## config.mk

```make
export PLATFORM = sky130hd
export DESIGN_NAME = pwm_sample_timer
export DESIGN_NICKNAME = d
export VERILOG_FILES = /design/src/rtl/pst_pkg.sv /design/src/rtl/pst_prescaler.sv /design/src/rtl/pst_counter.sv /design/src/rtl/pst_compare.sv /design/src/rtl/pwm_sample_timer.sv
export SDC_FILE = /design/constraint.sdc
export NUM_CORES = 1
export LEC_CHECK = 0
export BUFFER_PORTS_ARGS = -buffer_cell sky130_fd_sc_hd__buf_2
export CORE_UTILIZATION = 57
export CTS_CLUSTER_SIZE = 16
export DETAILED_ROUTE_END_ITERATION = 6
export PLACE_DENSITY_LB_ADDON = 0.2
export SETUP_SLACK_MARGIN = 0.4
export SYNTH_ARGS = -nofsm -noshare
export SYNTH_HDL_FRONTEND = slang
export SYNTH_SLANG_ARGS = --single-unit
```

## constraint.sdc

```tcl
create_clock -name clk -period 3.25 [get_ports clk]
set_input_delay 0.4875 -clock clk [delete_from_list [all_inputs] [get_ports clk]]
set_output_delay 0.4875 -clock clk [all_outputs]
set_load 0.005 [all_outputs]
```

## src/rtl/pst_pkg.sv

```systemverilog
// Shared defaults for the PWM timer.
// Assumes: counter width and prescaler select width are fixed at elaboration.
package pst_pkg;
    localparam int PST_CNT_W = 16;  // counter, wrap and compare width
    localparam int PST_SEL_W = 2;   // prescaler select width
endpackage

```

## src/rtl/pst_prescaler.sv

```systemverilog
// Prescaler: emits a one-cycle tick every 2^sel clock cycles.
// Assumes: sel may change at any time; the phase counter wraps on the
// first tick after a change, so no state is left out of range.
module pst_prescaler #(
    parameter int SEL_W = 2
) (
    input  logic             clk,
    input  logic             rst_n,
    input  logic [SEL_W-1:0] sel,
    output logic             tick
);
    localparam int MAX_DIV = 1 << ((1 << SEL_W) - 1);
    localparam int DIV_W   = (MAX_DIV > 1) ? $clog2(MAX_DIV) : 1;

    logic [DIV_W-1:0] phase_q;
    logic [DIV_W:0]   last_phase;

    // Last phase value of the selected ratio.
    always_comb last_phase = ({{DIV_W{1'b0}}, 1'b1} << sel) - 1'b1;

    // Tick on the last phase of the selected ratio.
    always_comb tick = ({1'b0, phase_q} >= last_phase);

    // Phase counter that restarts on each tick.
    always_ff @(posedge clk) begin
        if (!rst_n)    phase_q <= '0;
        else if (tick) phase_q <= '0;
        else           phase_q <= phase_q + 1'b1;
    end
endmodule

```

## src/rtl/pst_counter.sv

```systemverilog
// Period counter: counts prescaled ticks from 0 to the active wrap value.
// Assumes: the wrap value is sampled during reset and at each wrap only.
module pst_counter #(
    parameter int W = 16
) (
    input  logic         clk,
    input  logic         rst_n,
    input  logic         tick,
    input  logic [W-1:0] mod_in,
    output logic [W-1:0] cnt,
    output logic [W-1:0] mod_act,
    output logic         ovf
);
    // The counter wraps on a tick taken at (or above) the wrap value.
    always_comb ovf = tick && (cnt >= mod_act);

    // Counter and wrap-value register.
    always_ff @(posedge clk) begin
        if (!rst_n) begin
            cnt     <= '0;
            mod_act <= mod_in;
        end else if (ovf) begin
            cnt     <= '0;
            mod_act <= mod_in;
        end else if (tick) begin
            cnt     <= cnt + 1'b1;
        end
    end
endmodule

```

## src/rtl/pst_compare.sv

```systemverilog
// Compare stage: a holding register for written values and an active
// register reloaded at each wrap; drives the PWM level from the count.
// Assumes: a write in the wrap cycle is forwarded into the active register.
module pst_compare #(
    parameter int W = 16
) (
    input  logic         clk,
    input  logic         rst_n,
    input  logic         ovf,
    input  logic         wr,
    input  logic [W-1:0] wdata,
    input  logic [W-1:0] cnt,
    output logic [W-1:0] duty_act,
    output logic         pwm
);
    logic [W-1:0] duty_hold;

    // Holding register, loaded by every write strobe.
    always_ff @(posedge clk) begin
        if (!rst_n)  duty_hold <= '0;
        else if (wr) duty_hold <= wdata;
    end

    // Active register, reloaded only at a wrap.
    always_ff @(posedge clk) begin
        if (!rst_n)   duty_act <= '0;
        else if (ovf) duty_act <= wr ? wdata : duty_hold;
    end

    // High while the count is below the active compare value.
    always_comb pwm = (cnt < duty_act);
endmodule

```

## src/rtl/pwm_sample_timer.sv

```systemverilog
// Top level: prescaler, period counter and compare stage, plus the sticky
// overflow flag, interrupt request and conversion start pulse.
// Assumes: synchronous active-low reset; all inputs are synchronous to clk.
module pwm_sample_timer
    import pst_pkg::*;
#(
    parameter int CNT_W = PST_CNT_W,
    parameter int SEL_W = PST_SEL_W
) (
    input  logic             clk,
    input  logic             rst_n,
    input  logic [SEL_W-1:0] psc_sel,
    input  logic [CNT_W-1:0] modulo,
    input  logic             duty_wr,
    input  logic [CNT_W-1:0] duty_data,
    input  logic             flag_clr,
    input  logic             irq_en,
    output logic             pwm_out,
    output logic             ovf_flag,
    output logic             ovf_irq,
    output logic             conv_start
);
    logic             tick;
    logic             ovf;
    logic [CNT_W-1:0] cnt_q;
    logic [CNT_W-1:0] mod_act;
    logic [CNT_W-1:0] duty_act;

    pst_prescaler #(.SEL_W(SEL_W)) u_psc (
        .clk   (clk),
        .rst_n (rst_n),
        .sel   (psc_sel),
        .tick  (tick)
    );

    pst_counter #(.W(CNT_W)) u_cnt (
        .clk     (clk),
        .rst_n   (rst_n),
        .tick    (tick),
        .mod_in  (modulo),
        .cnt     (cnt_q),
        .mod_act (mod_act),
        .ovf     (ovf)
    );

    pst_compare #(.W(CNT_W)) u_cmp (
        .clk      (clk),
        .rst_n    (rst_n),
        .ovf      (ovf),
        .wr       (duty_wr),
        .wdata    (duty_data),
        .cnt      (cnt_q),
        .duty_act (duty_act),
        .pwm      (pwm_out)
    );

    // Sticky flag: a wrap sets it and wins over a simultaneous clear.
    always_ff @(posedge clk) begin
        if (!rst_n)        ovf_flag <= 1'b0;
        else if (ovf)      ovf_flag <= 1'b1;
        else if (flag_clr) ovf_flag <= 1'b0;
    end

    // Conversion start pulse in the first cycle of each new period.
    always_ff @(posedge clk) begin
        if (!rst_n) conv_start <= 1'b0;
        else        conv_start <= ovf;
    end

    // Interrupt request gated by its enable.
    always_comb ovf_irq = ovf_flag && irq_en;
endmodule

```

Word-level counts from Yosys, hierarchy flattened
Cells that the tools add are included.
{ "totals": {"register_bits": 69, "input_bits": 39, "output_inout_bits": 4, "elab_cells": 26} }
{ "classes": {"addsub": 3, "magnitude_cmp": 3, "n_eq_ne": 1, "shift": 1, "n_mux": 5, "n_bitwise": 1, "n_reduce_logical": 5} }
{ "ops": {"columns": ["operator", "n"], "rows": [
  ["$mux W16", 3],
  ["$add A16 B1 Y16 const B", 1],
  ["$ge A16 B16 Y1", 1],
  ["$lt A16 B16 Y1", 1],
  ["$ge A3 B4 Y1", 1],
  ["$reduce_or A2 Y1", 2],
  ["$shl A1 B2 Y4 const A", 1],
  ["$sub A4 B1 Y4 const B", 1],
  ["$add A3 B1 Y3 const B", 1],
  ["$logic_and A1 B1 Y1", 2],
  ["$mux W1", 2],
  ["$ne A2 B1 Y1 const B", 1],
  ["$reduce_bool A2 Y1", 1],
  ["$not A1 Y1", 1]
]} }

Depth between registers and ports, before layout
{ "logic_depth": {"word_depth": 6, "ltp_mapped": 11, "mapped_depth_nobuf": 9} }

Cells and area by module
A second synthesis with hierarchy kept.
{ "unflattened": {"cells_unflattened": 333, "area_unflattened_um2": 3419.5} }
{ "modules_own_cells": {"columns": ["module", "n_inst", "cells_per_inst", "area_each_um2", "seq_area_each_um2"], "rows": [
  ["pst_counter", 1, 150, 1615.3, 800.8],
  ["pst_compare", 1, 156, 1534.0, 640.6],
  ["pst_prescaler", 1, 21, 195.2, 60.1],
  ["pwm_sample_timer", 1, 6, 75.1, 40.0]
]} }

Worst setup path after synthesis
OpenSTA, ideal clock, no wires.
{ "synth_path": {"kind": "input to register", "from": "input psc_sel[1]", "to": "register u_cnt.cnt[13]", "setup_ns": 0.119, "arrival_time_ns": 2.249, "required_time_ns": 3.131, "path_slack_ns": 0.882, "stages": 8, "n_path_buf": 0, "cell_sequence": "or2_2 -> ha_1 -> nand2b_1 -> a21boi_1 -> nor4_1 -> nand4_1 -> xor2_1 -> nor2_1"} }
{ "synth_via": {"elab_chain_cells": 5} }
{ "synth_lines": {"columns": ["element", "line", "source"], "rows": [
  ["start, declared", "pwm_sample_timer.sv:12", "input logic [SEL_W-1:0] psc_sel,"],
  ["$shl A1 B2 Y4 *", "pst_prescaler.sv:19", "always_comb last_phase = ({{DIV_W{1'b0}}, 1'b1} << sel) - 1'b1;"],
  ["$sub A4 B1 Y4 *", "pst_prescaler.sv:19", null],
  ["$ge A3 B4 Y1 *", "pst_prescaler.sv:22", "always_comb tick = ({1'b0, phase_q} >= last_phase);"],
  ["$logic_and A1 B1 Y1", "pst_counter.sv:15", "always_comb ovf = tick && (cnt >= mod_act);"],
  ["$reduce_or A2 Y1 (no line)", null, null],
  ["end signal, assigned", "pst_counter.sv:26", "cnt <= cnt + 1'b1;"],
  ["end, declared", "pst_counter.sv:10", "output logic [W-1:0] cnt,"]
]} }
Every way passes the cells marked *; elsewhere a longest branch is shown, timed or not.
A chain may end at the register's enable or synchronous reset.

Final worst setup path
{ "layout_path": {"from": "register u_cnt.cnt[9]", "to": "output pwm_out"} }
{ "layout_via": {"elab_chain_cells": 1} }
{ "layout_lines": {"columns": ["element", "line", "source"], "rows": [
  ["$lt A16 B16 Y1", "pst_compare.sv:31", "always_comb pwm = (cnt < duty_act);"],
  ["end, declared", "pwm_sample_timer.sv:18", "output logic pwm_out,"]
]} }
Every way passes these cells.

==> reports/results.ini <==
[sta]
tightest_slew_ns = 0.579
fin_crit_ns = 2.58
fin_crit_sh_pct = 79.5
hold_viol = 0
tns_ns = 0
clock_skew_ns = 0.00879
finalSetupViolCount = 0
relSlewSlack_pct = 61.3
maxSlewViolCount = 0
worst_hold_slack_ns = 0.327
clock.fmax_mhz = 387
rsz0062_at_grt = no

[floorplanning]
die_w_um = 77.2
die_h_um = 77.2
core_um2 = 5470
initial_core_util_pct = 58.9
die_area_um2 = 5960
ios = 43
rows = 27

[clock_tree]
clk_latency_ns = 0.33
cts.sinks = 69
numCtsBuffers = 9
cts-htree-levels = 3
clk_pin_slew_ns = 0.07
post_cts_resized = 0
cts_root_buf = clkbuf_8
post_cts_buffers = 0
cts_hold_buf = 0
clockBufferDepth = 2
cts_tree = done

[route]
vias = 2284
drc = 0
ant_nets = 0
viasPerCell = 5.24
drtIter0Drc = 123
wl_um = 5590
drtPass1Iterations = 4
avgRoutedWirePerCell_um = 12.8

[synth]
async_flop_share_pct = 0
ys_warn_count = 0
synth.cell_area_um2 = 3220
synth_edf_count = 16
ys_ff_latch = 69
synth_flop_cell = dfxtp_1
synth.avg_cell_area_um2 = 10.4
synth_cell_types = 37
syn_nets = 385
netlist_instances = 310
synth-seq-area-share_pct = 47.8

[global_route]
grt_pass1_vias = 2174
antenna_found_initial = 0
grt_pass1_wl_um = 9630
grt_start_max_net_pins = 30
track_usage_pct = 20.7
overflow = 0

[finish]
synthToLayoutAreaGrowth_pct = 15.3
postLayoutCoreUtil_pct = 67.9
fin_nets = 434
drive_above_1_share_pct = 18.1
antennaDiodeCount = 0

[outcome]
status = completed

[flow_run]
max_cap_violations = 0

[critical_path]
path_max_fanout = 5
worstSetupEndpointType = primary output
crit_arrival_ns = 2.10
start_kind = flop
crit_type = reg2out
critPathRequiredTime_ns = 2.76

[placed_design]
port_buffers = 42
dp_hpwl_um = 4190
place_congestion = 0.795

[pwr]
power_density_nw_per_um2 = 515
ir_drop_v = 0.000310
leakagePower_nw = 1.71

[hold_path]
hp-class = in2reg

layout make-up:
class / count / area (µm²)
Inverter: 35 / 131
Timing Repair Buffer: 47 / 248
Fill cell: 445 / 1760
Clock buffer: 15 / 176
Clock inverter: 1 / 30.0
Tap cell: 72 / 90.1
Sequential cell: 69 / 1540
Multi-Input combinational cell: 197 / 1500
cell families after synthesis:
| family | after synthesis | share of synthesized area (%) |
|---|---|---|
| mux | 16 | 4.97 |
| xor+xnor | 16 | 4.35 |
| buf+inv | 44 | 5.74 |
| flops | 69 | 47.8 |
| compound gates | 45 | 11.4 |
| simple gates | 84 | 11.8 |
| fa+ha+maj | 36 | 14.0 |
critical path, cell delays in order, from the launching register on:
cell and delay [ns]:
dfxtp_1 0.43, ha_1 0.28, a21oi_1 0.14, o21ai_0 0.08, a21o_1 0.18, a211oi_1 0.22
nor2_1 0.07, a211oi_1 0.20, buf_2 0.16
worst paths after layout:
| path | from | endpoint | slack (ns) | cells after the start |
|---|---|---|---|---|
| max | u_cnt.cnt[9] | pwm_out | 0.67 | 8 |
| min | modulo[11] | u_cnt.mod_act[11] | 0.33 | 1 |
| max reg2reg | u_cnt.cnt[2] | u_cnt.cnt[10] | 0.81 | 9 |
| min reg2reg | u_psc.phase_q[0] | u_psc.phase_q[0] | 0.45 | 1 |
routing by layer:
metal	wire [µm]	GRT usage (%)	vias to the layer above
li1	-	-	1190
met1	2770	27.4	1041
met2	2550	31.8	43
met3	177	3.93	10
met4	93	11.1	0
met5	0	0	-
report_power, final:
part	switching (mW)	internal, mW
logic	0.148	0.101
registers	0.0259	0.925
clock network	0.295	0.419
registers in the layout, indices dropped and copies added (netlist names):
name and cells:
u_cmp.duty_act 16, u_cmp.duty_hold 16, u_cnt.cnt 16, u_cnt.mod_act 16, u_psc.phase_q 3, conv_start 1, ovf_flag 1
placed cells by master, fill, tap and decap left out, drive strengths merged, types with 2 or more instances in the layout:
master | Yosys | final
nand2 | 18 | 18
nor2 | 39 | 39
xnor2 | 4 | 4
a21oi | 9 | 9
nand3 | 7 | 7
o21ai | 4 | 4
ha | 36 | 36
buf | 4 | 47
edfxtp | 16 | 16
nor4 | 2 | 2
a32o | 16 | 16
a21o | 4 | 4
a211oi | 4 | 4
nor3 | 2 | 2
nand2b | 3 | 3
mux2i | 16 | 16
nand4 | 5 | 5
o2111ai | 2 | 2
xor2 | 12 | 12
clkbuf | 5 | 15
and4 | 2 | 2
and2 | 3 | 3
dfxtp | 53 | 53
inv | 35 | 35
synthesized netlist by cell type (all sizes together), types with 5 or more instances:
cell	instances	area, µm²
dfxtp	53	1060
nor2	39	146
ha	36	450
inv	35	131
nand2	18	67.6
a32o	16	160
edfxtp	16	480
mux2i	16	160
xor2	12	105
a21oi	9	56.3
nand3	7	35.0
clkbuf	5	18.8
nand4	5	31.3
per-stage QoR:
stage	power, mW	instances	cell area, µm²	worst slack, ns
after detailed placement	1.22	420	3510	0.720
after global routing	2.01	436	3720	0.408
after CTS	1.93	436	3710	0.605
after floorplan	1.14	310	3220	0.882
after global placement	1.21	420	3510	0.800
final	1.91	436	3720	0.666
Power figures use the tool's default switching activity.
